[config.mk]
export PLATFORM = sky130hd
export DESIGN_NAME = usb_ep_regbank
export DESIGN_NICKNAME = d
export VERILOG_FILES = /design/src/rtl/usb_regbank_pkg.sv /design/src/rtl/usb_reg_decode.sv /design/src/rtl/usb_ep_cnt_reg.sv /design/src/rtl/usb_rd_mux.sv /design/src/rtl/usb_ep_regbank.sv
export SDC_FILE = /design/constraint.sdc
export NUM_CORES = 1
export LEC_CHECK = 0
export BUFFER_PORTS_ARGS = -buffer_cell sky130_fd_sc_hd__buf_2
export CORE_MARGIN = 2
export CORE_UTILIZATION = 25
export CTS_BUF_LIST = sky130_fd_sc_hd__clkbuf_16
export CTS_CLUSTER_SIZE = 20
export DETAILED_ROUTE_END_ITERATION = 8
export GPL_ROUTABILITY_DRIVEN = 0
export PLACE_DENSITY = 0.59
export SYNTH_ARGS = -nofsm -noshare
export SYNTH_HDL_FRONTEND = slang
export SYNTH_SLANG_ARGS = --single-unit
[constraint.sdc]
create_clock -name clk -period 2.3 [get_ports clk]
set_input_delay 0.46 -clock clk [delete_from_list [all_inputs] [get_ports clk]]
set_output_delay 0.46 -clock clk [all_outputs]
set_load 0.05 [all_outputs]
[src/rtl/usb_regbank_pkg.sv]
package usb_regbank_pkg;

   localparam int BYTE_W = 8;
   localparam int CNT_W  = 4;

   typedef struct packed {
      logic             tog;
      logic             vld;
      logic [1:0]       rsv;
      logic [CNT_W-1:0] cnt;
   } ep_reg_t;

   typedef struct packed {
      logic       en;
      logic [6:0] addr;
   } addr_reg_t;

   function automatic ep_reg_t ep_from_cpu(input logic [BYTE_W-1:0] d);
      ep_reg_t r;
      r.tog = d[7];
      r.vld = d[6];
      r.rsv = 2'b00;
      r.cnt = d[CNT_W-1:0];
      return r;
   endfunction

endpackage

[src/rtl/usb_reg_decode.sv]
module usb_reg_decode #(
   parameter int NUM_EP    = 3,
   parameter int BASE_ADDR = 'h40,
   parameter int EP_STRIDE = 2
) (
   input  logic [7:0]        addr,
   input  logic              wr,
   input  logic              rd,
   output logic              ctl_wr,
   output logic              ctl_rd,
   output logic [NUM_EP-1:0] ep_wr,
   output logic [NUM_EP-1:0] ep_rd
);
   localparam logic [7:0] CTL_OFS = 8'(BASE_ADDR);

   assign ctl_wr = wr && (addr == CTL_OFS);
   assign ctl_rd = rd && (addr == CTL_OFS);

   for (genvar i = 0; i < NUM_EP; i++) begin : g_ep_dec
      localparam logic [7:0] EP_OFS = 8'(BASE_ADDR + 1 + EP_STRIDE * i);
      assign ep_wr[i] = wr && (addr == EP_OFS);
      assign ep_rd[i] = rd && (addr == EP_OFS);
   end
endmodule

[src/rtl/usb_ep_cnt_reg.sv]
module usb_ep_cnt_reg
   import usb_regbank_pkg::*;
#(
   parameter bit LOCKABLE = 1'b0,
   parameter int MIN_RX   = 2,
   parameter int MAX_RX   = 10
) (
   input  logic              clk,
   input  logic              rst_n,
   input  logic              wr_hit,
   input  logic              rd_hit,
   input  logic [BYTE_W-1:0] wdata,
   input  logic              hw_done,
   input  logic              hw_tog,
   input  logic              hw_ok,
   input  logic [CNT_W-1:0]  hw_cnt,
   output ep_reg_t           q,
   output logic              locked,
   output logic              range_bad
);
   localparam logic [CNT_W-1:0] MIN_C = CNT_W'(MIN_RX);
   localparam logic [CNT_W-1:0] MAX_C = CNT_W'(MAX_RX);

   ep_reg_t hw_val;

   always_comb begin
      hw_val.tog = hw_tog;
      hw_val.vld = hw_ok;
      hw_val.rsv = 2'b00;
      hw_val.cnt = hw_cnt;
   end

   always_ff @(posedge clk) begin
      if (!rst_n)
         q <= '0;
      else if (hw_done)
         q <= hw_val;
      else if (wr_hit && !locked)
         q <= ep_from_cpu(wdata);
   end

   if (LOCKABLE) begin : g_lock
      logic lock_q;
      always_ff @(posedge clk) begin
         if (!rst_n)
            lock_q <= 1'b0;
         else if (hw_done)
            lock_q <= 1'b1;
         else if (rd_hit)
            lock_q <= 1'b0;
      end
      assign locked = lock_q;
   end else begin : g_nolock
      assign locked = 1'b0;
   end

   assign range_bad = hw_done && ((hw_cnt < MIN_C) || (hw_cnt > MAX_C));
endmodule

[src/rtl/usb_rd_mux.sv]
module usb_rd_mux
   import usb_regbank_pkg::*;
#(
   parameter int NUM_EP = 3
) (
   input  logic                     ctl_rd,
   input  logic [NUM_EP-1:0]        ep_rd,
   input  addr_reg_t                ctl_q,
   input  logic [NUM_EP*BYTE_W-1:0] ep_flat,
   output logic [BYTE_W-1:0]        rdata
);
   always_comb begin
      rdata = '0;
      if (ctl_rd)
         rdata = ctl_q;
      for (int i = 0; i < NUM_EP; i++)
         if (ep_rd[i])
            rdata = ep_flat[i*BYTE_W +: BYTE_W];
   end
endmodule

[src/rtl/usb_ep_regbank.sv]
module usb_ep_regbank
   import usb_regbank_pkg::*;
#(
   parameter int              NUM_EP      = 3,
   parameter int              BASE_ADDR   = 'h40,
   parameter int              EP_STRIDE   = 2,
   parameter int              MAX_PAYLOAD = 8,
   parameter int              CRC_BYTES   = 2,
   parameter logic [NUM_EP-1:0] LOCK_MASK = NUM_EP'(1)
) (
   input  logic                    clk,
   input  logic                    rst_n,
   input  logic [7:0]              cpu_addr,
   input  logic [7:0]              cpu_wdata,
   input  logic                    cpu_wr,
   input  logic                    cpu_rd,
   output logic [7:0]              cpu_rdata,
   input  logic [NUM_EP-1:0]       sie_done,
   input  logic [NUM_EP-1:0]       sie_toggle,
   input  logic [NUM_EP-1:0]       sie_ok,
   input  logic [NUM_EP*4-1:0]     sie_count,
   output logic [6:0]              dev_addr,
   output logic                    addr_enable,
   output logic                    xcvr_pd,
   output logic [NUM_EP-1:0]       in_toggle,
   output logic [NUM_EP*4-1:0]     in_count,
   output logic                    cnt_err
);
   localparam int MIN_RX   = CRC_BYTES;
   localparam int MAX_RX   = MAX_PAYLOAD + CRC_BYTES;
   localparam int LAST_OFS = BASE_ADDR + 1 + EP_STRIDE * (NUM_EP - 1);

   if (NUM_EP < 1)                  begin : g_chk_ep   $error("NUM_EP must be at least 1");          end
   if (EP_STRIDE < 1)               begin : g_chk_str  $error("EP_STRIDE must be at least 1");       end
   if (MAX_RX > (1 << CNT_W) - 1)   begin : g_chk_cnt  $error("count field too narrow for payload"); end
   if (LAST_OFS > 255)              begin : g_chk_map  $error("register map exceeds address space"); end

   logic                     ctl_wr, ctl_rd;
   logic [NUM_EP-1:0]        ep_wr, ep_rd, ep_lock, ep_bad;
   logic [NUM_EP*BYTE_W-1:0] ep_flat;
   addr_reg_t                ctl_q;
   logic                     err_q;

   usb_reg_decode #(
      .NUM_EP(NUM_EP), .BASE_ADDR(BASE_ADDR), .EP_STRIDE(EP_STRIDE)
   ) u_dec (
      .addr(cpu_addr), .wr(cpu_wr), .rd(cpu_rd),
      .ctl_wr(ctl_wr), .ctl_rd(ctl_rd), .ep_wr(ep_wr), .ep_rd(ep_rd)
   );

   always_ff @(posedge clk) begin
      if (!rst_n)
         ctl_q <= '0;
      else if (ctl_wr)
         ctl_q <= cpu_wdata;
   end

   for (genvar i = 0; i < NUM_EP; i++) begin : g_ep
      ep_reg_t q;
      usb_ep_cnt_reg #(
         .LOCKABLE(LOCK_MASK[i]), .MIN_RX(MIN_RX), .MAX_RX(MAX_RX)
      ) u_reg (
         .clk(clk), .rst_n(rst_n),
         .wr_hit(ep_wr[i]), .rd_hit(ep_rd[i]), .wdata(cpu_wdata),
         .hw_done(sie_done[i]), .hw_tog(sie_toggle[i]), .hw_ok(sie_ok[i]),
         .hw_cnt(sie_count[i*CNT_W +: CNT_W]),
         .q(q), .locked(ep_lock[i]), .range_bad(ep_bad[i])
      );
      assign ep_flat[i*BYTE_W +: BYTE_W] = q;
      assign in_toggle[i]                = q.tog;
      assign in_count[i*CNT_W +: CNT_W]  = q.cnt;
   end

   always_ff @(posedge clk) begin
      if (!rst_n)
         err_q <= 1'b0;
      else
         err_q <= |ep_bad;
   end

   usb_rd_mux #(.NUM_EP(NUM_EP)) u_mux (
      .ctl_rd(ctl_rd), .ep_rd(ep_rd), .ctl_q(ctl_q),
      .ep_flat(ep_flat), .rdata(cpu_rdata)
   );

   assign addr_enable = ctl_q.en;
   assign dev_addr    = ctl_q.en ? ctl_q.addr : 7'd0;
   assign xcvr_pd     = !ctl_q.en;
   assign cnt_err     = err_q;
endmodule

# == After elaboration in Yosys (flattened, before gate mapping) ==
# Cells that the tools add are included.
# word_totals
register_bits,28
latchBits,0
ram_bits,0
rom_bits,0
in_bits,41
mem_count,0
# op_classes
n_addsub,0
n_mul,0
div_mod_pow,0
magnitude_cmp,6
n_eq_ne,4
shifts,0
mux,13
n_bitwise,0
reduce_logical,22
# op_table
op,count
$mux 8,10
$eq 8x7->1 const B,4
$gt 4x4->1 const B,3
$logic_and 1x1->1,12
$lt 4x2->1 const B,3
$reduce_bool 2->1,4
$mux 7,1
$logic_or 1x1->1,3
$reduce_or 3->1,1
$logic_not 1->1,2
$mux 1,2

# == Logic depth before layout (Yosys ltp) ==
# Gate-level depths: netlist (run 1).
# logic_depth
word_depth,6
mapped_depth,5

# == Modules after synthesis ==
# Synthesis (run 1) repeated with hierarchy kept, for this count alone.
# unflattened
hier_cells,191
hier_area_um2,1803.0
# by_module_without_submodules
mod,instances,cells_each,area_per_inst_um2,seq_area_each_um2
usb_ep_cnt_reg (g_ep[1].u_reg ...),2,34,377.9,120.1
usb_ep_regbank,1,35,377.9,180.2
usb_ep_cnt_reg (g_ep[0].u_reg),1,38,342.8,140.1
usb_rd_mux,1,33,211.5,0.0
usb_reg_decode,1,17,115.1,0.0

# == Worst setup path after synthesis (run 1) ==
# No wires, ideal clock.
# synth_timing
path_type,in2out
start,input cpu_addr[3]
end,output cpu_rdata[0]
t_arrival_ps,2886
t_required_ps,1840
setup_slack_ps,-1046
stages,5
n_path_buf,2
cell_sequence,or3_1 -> buf_6 -> or4b_4 -> buf_6 -> o32ai_1
# synth_via
elab_chain_len,6
word_cells_on_any_way,12
# synth_lines
element,line,text
from (decl),usb_ep_regbank.sv:13,"input logic [7:0] cpu_addr,"
$eq 8x7->1,usb_reg_decode.sv:17,assign ctl_rd = rd && (addr == CTL_OFS);
$logic_and 1x1->1,usb_reg_decode.sv:17,
$mux 8,usb_rd_mux.sv:14,if (ctl_rd)
$mux 8 (2 in a row),usb_rd_mux.sv:17,if (ep_rd[i])
$mux 8 *,usb_rd_mux.sv:17,
to (decl),usb_ep_regbank.sv:17,"output logic [7:0] cpu_rdata,"
# Mark *: on every way between the ends. The rest lies on a longest branch, timed or not.

# == Worst setup path in the final report (run 1) ==
# layout_timing
start,input cpu_addr[3]
end,output cpu_rdata[2]
# Same word-level chain as after synthesis.

==> impl_metrics.env, run 1 <==
export IMPL_die_area_um2=8430
export IMPL_cts_tree="done"
export IMPL_synth_top_area_share=0.291
export IMPL_fmax_mhz=398
export IMPL_r2r_start="g_ep[0].u_reg.locked"
export IMPL_dpl_hpwl_um=5550
export IMPL_io_buffers=73
export IMPL_ir_drop_mv=0.239
export IMPL_instances_no_fill=407
export IMPL_tightest_slew_ns=0.482
export IMPL_routed_wl_um=7130
export IMPL_initial_core_util=0.253
export IMPL_syn_inst=249
export IMPL_grt_max_degree=28
export IMPL_postCtsSetupBuffers=0
export IMPL_drtAntennaViolNets=0
export IMPL_fin_nets=347
export IMPL_grt_pass1_vias=2120
export IMPL_via_per_inst=5.45
export IMPL_yosysWarnings=0
export IMPL_holdCritStartpoint="cpu_wdata[5]"
export IMPL_drc_errors=0
export IMPL_clock_root_buffer="clkbuf_16"
export IMPL_fin_setup_tns_ns=-1.35
export IMPL_pin_count=74
export IMPL_core_um2=7610
export IMPL_finalHoldViolCount=0
export IMPL_crit_slowest_cell="or4b_4"
export IMPL_dieHeight_um=91.8
export IMPL_outcome="finished, violations left"
export IMPL_switchingPower_w=0.000424
export IMPL_synth_area_um2=1930
export IMPL_relSlewSlack=0.678
export IMPL_first_iter_violations=233
export IMPL_grt_usage=0.168
export IMPL_whs_endpoint="ctl_q[5]"
export IMPL_grt_pass1_wl_um=11400
export IMPL_pwr_share_comb=0.257
export IMPL_ff2ff_setup_slack_ns=0.88
export IMPL_clk_pin_slew_ns=0.07
export IMPL_cp_cell_sequence="buf_6 > or3_4 > or4b_4 > o32ai_4 > buf_6"
export IMPL_clock_sinks=28
export IMPL_vias=2219
export IMPL_fillCellCount=828
export IMPL_crit_buf_inv=2
export IMPL_crit_family="simple AND/OR/NAND/NOR gates"
export IMPL_synth_edff_count=0
export IMPL_gr_total_overflow=0
export IMPL_p_int_w=0.000853
export IMPL_clock_latency_ns=0.26
export IMPL_yosysTopAreaCell="dfxtp_1"
export IMPL_skew_ns=0.000669
export IMPL_start_kind="primary input"
export IMPL_slowest_delay_ns=0.67
export IMPL_synth_seq_cells=28
export IMPL_p_clk_frac=0.323
export IMPL_syn_to_final_growth_pct=37.2
export IMPL_antenna_found_initial=0
export IMPL_synth_nets=290
export IMPL_synth_ff_type="dfxtp_1"
export IMPL_syn_avg_cell_area_um2=7.74
export IMPL_wire_per_inst_um=17.5
export IMPL_ys_seq_area_frac=0.291
export IMPL_dp_slack_ns=-0.329
export IMPL_layout_setup_ws_ns=-0.214
export IMPL_cp_required_ns=1.84
export IMPL_diodes=0
export IMPL_min_delay_path_class="primary input to flip-flop"
export IMPL_ys_types=41
export IMPL_worstSetupPathType="primary input to primary output"
export IMPL_cp_end_kind="primary output"
export IMPL_die_w_um=91.8
export IMPL_critPathMaxFanout=8
export IMPL_whs_ns=0.462
export IMPL_placedCellCount=403
export IMPL_setup_viol=8
export IMPL_min_period_over_period=1.09
export IMPL_timing_max_cap_violations=0
export IMPL_crit_top_cell="buf_6"
export IMPL_violations="negative setup slack"
export IMPL_p_total_w=0.00128
export IMPL_synth_area_leaders="dfxtp_1 29%, nand4_1 8.1%, o31ai_1 7.8%, a31oi_1 5.8%, buf_4 5.8%"
export IMPL_async_flop_share=0
export IMPL_slew_viol_final=0
export IMPL_r2r_end="g_ep[0].u_reg.q[1]"
export IMPL_crit_arrival_ns=2.05
export IMPL_seq_power_share=0.420
export IMPL_fin_crit_ns=2.51
export IMPL_htree_num_levels=1
export IMPL_rsz0062_at_grt="true"
export IMPL_rows=32
export IMPL_hold_depth=3
export IMPL_pwr_density_cell_nw_per_um2=483
export IMPL_numCtsBuffers=3
export IMPL_r2r_cells=3
export IMPL_clock_path_buffers=2
export IMPL_p_leak_nw=0.995
export IMPL_drive_gt1_frac=0.377
export IMPL_switching_share=0.332
export IMPL_first_pass_iters=4
sequential cells by signal, summed over array words and instances (netlist names):
| register | count |
|---|---|
| g_ep.u_reg.locked | 1 |
| ctl_q | 7 |
| cnt_err | 1 |
| addr_enable | 1 |
| g_ep.u_reg.q | 18 |
power by group through the flow:
| stage | logic, W | clock network (W) | registers [W] |
|---|---|---|---|
| after global routing | 0.000352 | 0.000438 | 0.000539 |
| final | 0.000328 | 0.000413 | 0.000536 |
| after floorplan | 0.000222 | 0 | 0.000542 |
| after detailed placement | 0.000323 | 0 | 0.000548 |
| after CTS | 0.000327 | 0.000415 | 0.000537 |
| after global placement | 0.000321 | 0 | 0.000549 |
what timing repair did:
item / in CTS / in global routing
hold buffers: 0 / 0
setup endpoints to repair: 8 / 8
pin swaps: 2 / 3
gates resized for setup: 18 / 1
how the worst max path moves through the flow:
stage	start	end	slack [ns]	cells after the start
floorplan	cpu_addr[3]	cpu_rdata[0]	-0.31	5
detailed placement	cpu_addr[3]	cpu_rdata[2]	-0.33	5
CTS	cpu_addr[3]	cpu_rdata[0]	-0.24	5
global placement	cpu_addr[3]	cpu_rdata[7]	-0.32	5
finish	cpu_addr[3]	cpu_rdata[2]	-0.21	5
global route	cpu_addr[3]	cpu_rdata[7]	-0.27	5
final cells by class:
cell class              instances  area (µm²)  area share
multi-input cells             165        1240       0.470
well taps                     102         128      0.0482
repair buffers                 93         578       0.218
clock inverters                 1        3.75     0.00142
inverters                      15        56.3      0.0213
flip-flops and latches         28         561       0.212
clock buffers                   3        75.1      0.0284
layout by cell type (no fill, tap or decap), drive strengths merged, types with 3 or more instances in the layout:
master	instances
o22ai	4
o31ai	20
nand4	25
o41ai	6
o21a	5
o21ai	19
nor2b	7
inv	14
nor3	4
dfxtp	28
buf	93
nor2	7
clkbuf	3
a31oi	18
o32ai	4
and2	7
a21oi	12
cells by family (layout without fill, tap and decap cells):
kind of cell           Yosys count  count (layout)  share of synthesized area
AO/OA/AOI/OAI                   98              98                      0.337
flip-flops                      28              28                      0.291
buffers and inverters           56             112                      0.146
AND/OR/NAND/NOR                 67              67                      0.226
routing by layer:
metal | GRT usage | wire (µm) | part of all wire | vias up
met1 | 0.232 | 3050 | 0.43 | 1049
met2 | 0.289 | 3550 | 0.50 | 101
met5 | 0 | 0 | 0 | -
met3 | 0.0214 | 481 | 0.067 | 6
li1 | - | - | - | 1063
met4 | 0.0224 | 42 | 0.0059 | 0
synthesized netlist by cell type, types with 2 or more instances:
library cell and instances:
inv_1 14, nand4_1 25, o31ai_1 20, nor3_1 4, o32ai_1 4, nor2b_1 7
nor3b_1 2, buf_4 15, clkbuf_1 24, nor2_1 7, a31oi_1 18, dfxtp_1 28
o21bai_1 2, and2_1 7, a21o_1 2, o41ai_1 6, o21a_1 5, o21ai_0 19
a21oi_1 12, o2111ai_1 2, o22ai_1 4, buf_6 2, nand2b_1 2
stage by stage:
step | instance area [µm²] | utilization
finish | 2650 | 0.348
global route | 2650 | 0.348
CTS | 2640 | 0.347
detailed placement | 2500 | 0.329
global placement | 2500 | 0.329
floorplan | 2070 | -
tightest hold or removal path, stage by stage:
cell and delay [ns]:
buf_2 0.09, nand4_1 0.06, a21oi_1 0.06
No activity file was read; power rests on OpenSTA's default activity.
==> run 2: changes to the inputs <==
--- a/config.mk
+++ b/config.mk
@@ -8,10 +8,11 @@
 export BUFFER_PORTS_ARGS = -buffer_cell sky130_fd_sc_hd__buf_2
 export CORE_MARGIN = 2
 export CORE_UTILIZATION = 25
-export CTS_BUF_LIST = sky130_fd_sc_hd__clkbuf_16
+export CTS_BUF_LIST = sky130_fd_sc_hd__clkbuf_4 sky130_fd_sc_hd__clkbuf_8
 export CTS_CLUSTER_SIZE = 20
 export DETAILED_ROUTE_END_ITERATION = 8
 export GPL_ROUTABILITY_DRIVEN = 0
+export GPL_TIMING_DRIVEN = 0
 export PLACE_DENSITY = 0.59
 export SYNTH_ARGS = -nofsm -noshare
 export SYNTH_HDL_FRONTEND = slang
==> run 2 against run 1 <==
Against the previous run:
- sequential cell count unchanged
- design area up 4.1%
- the run still ends with negative setup slack left
- utilization up 1.4 points
- combinational power up 4%
- largest cell class unchanged
- sequential power about the same
- critical path type unchanged
- highest routed layer unchanged
- hold slack worse by 0.018 ns
==> impl_metrics.env, run 2 (synthesis results as in run 1) <==
export IMPL_first_pass_iters=4
export IMPL_wire_per_inst_um=16.8
export IMPL_crit_buf_inv=4
export IMPL_r2r_end="g_ep[0].u_reg.q[2]"
export IMPL_cp_required_ns=1.84
export IMPL_pin_count=74
export IMPL_crit_arrival_ns=2.14
export IMPL_clk_pin_slew_ns=0.10
export IMPL_syn_to_final_growth_pct=42.8
export IMPL_cp_cell_sequence="buf_8 > or3_4 > or4b_4 > buf_12 > buf_6 > o22ai_4 > buf_6"
export IMPL_largest_register="g_ep.u_reg.q"
export IMPL_crit_slowest_cell="or4b_4"
export IMPL_min_delay_path_class="primary input to flip-flop"
export IMPL_diodes=0
export IMPL_ff2ff_setup_slack_ns=0.77
export IMPL_cts_tree="done"
export IMPL_fin_crit_ns=2.60
export IMPL_crit_top_cell="buf_6"
export IMPL_drc_errors=0
export IMPL_rsz0062_at_grt="true"
export IMPL_drtAntennaViolNets=0
export IMPL_finalHoldViolCount=0
export IMPL_r2r_start="g_ep[0].u_reg.locked"
export IMPL_clock_sinks=28
export IMPL_core_um2=7610
export IMPL_ir_drop_mv=0.216
export IMPL_fin_nets=371
export IMPL_cp_end_kind="primary output"
export IMPL_path_depth=7
export IMPL_top_regs="g_ep.u_reg.q x18, ctl_q x7"
export IMPL_clock_latency_ns=0.28
export IMPL_layout_setup_ws_ns=-0.304
export IMPL_skew_ns=0.000857
export IMPL_crit_family="simple AND/OR/NAND/NOR gates"
export IMPL_final_cell_mix="60 x buf_2, 28 x dfxtp_1, 25 x nand4_1"
export IMPL_via_per_inst=5.32
export IMPL_fmax_mhz=384
export IMPL_pwr_density_cell_nw_per_um2=462
export IMPL_grt_pass1_vias=2200
export IMPL_timing_max_cap_violations=0
export IMPL_outcome="finished, violations left"
export IMPL_tightest_slew_ns=0.620
export IMPL_seqCellArea_um2=561
export IMPL_grt_max_degree=17
export IMPL_worstSetupPathType="primary input to primary output"
export IMPL_rows=32
export IMPL_grt_usage=0.169
export IMPL_violations="negative setup slack"
export IMPL_antenna_found_initial=0
export IMPL_multiInputGateArea_um2=1240
export IMPL_gr_total_overflow=0
export IMPL_vias=2295
export IMPL_clock_path_buffers=2
export IMPL_fillCellCount=808
export IMPL_r2r_cells=4
export IMPL_numCtsBuffers=3
export IMPL_min_period_over_period=1.13
export IMPL_setup_viol=8
export IMPL_dieHeight_um=91.8
export IMPL_p_leak_nw=1.04
export IMPL_clock_root_buffer="clkbuf_8"
export IMPL_relSlewSlack=0.587
export IMPL_grt_pass1_wl_um=11300
export IMPL_routed_wl_um=7230
export IMPL_whs_ns=0.444
export IMPL_critPathCapture="cpu_rdata[6]"
export IMPL_fin_setup_tns_ns=-2.07
export IMPL_slew_viol_final=0
export IMPL_dpl_hpwl_um=5670
export IMPL_first_iter_violations=158
export IMPL_drive_gt1_frac=0.347
export IMPL_slowest_delay_ns=0.56
export IMPL_start_kind="primary input"
export IMPL_initial_core_util=0.253
export IMPL_htree_num_levels=1
export IMPL_io_buffers=70
export IMPL_largest_reg_flops=18
export IMPL_die_w_um=91.8
export IMPL_layout_commonest_cell="buf_2"
export IMPL_critPathMaxFanout=8
export IMPL_critPathLaunch="cpu_addr[5]"
export IMPL_die_area_um2=8430
run 2: changes by cell type in the layout (fill, tap and decap cells not counted), sizes merged:
cell	previous run	this run
clkbuf	3	27
bufinv	0	1
clkinv	2	1
run 2: layer usage:
layer,GRT usage,vias up,share of wire
li1,-,1115,-
met1,0.222,1062,0.42
met2,0.285,106,0.49
met3,0.0222,12,0.070
met4,0.0572,0,0.024
met5,0,-,0
run 2: tightest hold or removal path, delay by kind of cell:
kind / cells / cell delay, ns
AO/OA/AOI/OAI: 1 / 0.05
AND/OR/NAND/NOR: 1 / 0.06
buffers and inverters: 1 / 0.10
run 2: worst min path at each step:
stage | startpoint | endpoint | cells after the start | slack (ns)
CTS | sie_done[0] | g_ep[0].u_reg.q[3] | 2 | 0.44
floorplan | ctl_q[4] | ctl_q[4] | 2 | 0.45
finish | cpu_wdata[4] | ctl_q[4] | 3 | 0.44
detailed placement | ctl_q[4] | ctl_q[4] | 2 | 0.47
global placement | ctl_q[4] | ctl_q[4] | 2 | 0.46
global route | sie_done[0] | g_ep[0].u_reg.q[3] | 2 | 0.44
run 2: repair_timing:
action / in CTS / in global routing
resized for setup: 22 / 3
pin swaps: 5 / 6
buffers inserted: 5 / 2
hold buffers: 0 / 0
setup endpoints to repair: 8 / 8
run 2: final cells by class:
class	count	area share
Buffer	40	0.0809
Clock buffer	3	0.0150
Clock inverter	1	0.0109
Inverter	15	0.0204
Multi-Input combinational cell	165	0.451
Sequential cell	28	0.204
Tap cell	102	0.0463
Timing Repair Buffer	77	0.172
run 2: where the power goes:
part	internal (W)	switching, W	leakage, nW
sequential	0.000510	0.0000261	0.231
combinational	0.000120	0.000221	0.770
clock	0.000233	0.000163	0.0357
total	0.000864	0.000410	1.04
run 2: through the flow:
stage	cells	worst slack, ns	cell area (µm²)	power (W)	util
CTS	430	-0.396	2740	0.00128	0.360
floorplan	249	-0.309	2070	0.000764	-
detailed placement	421	-0.494	2550	0.000877	0.335
finish	431	-0.304	2750	0.00127	0.362
global route	431	-0.309	2750	0.00133	0.362
global placement	421	-0.477	2550	0.000875	0.335
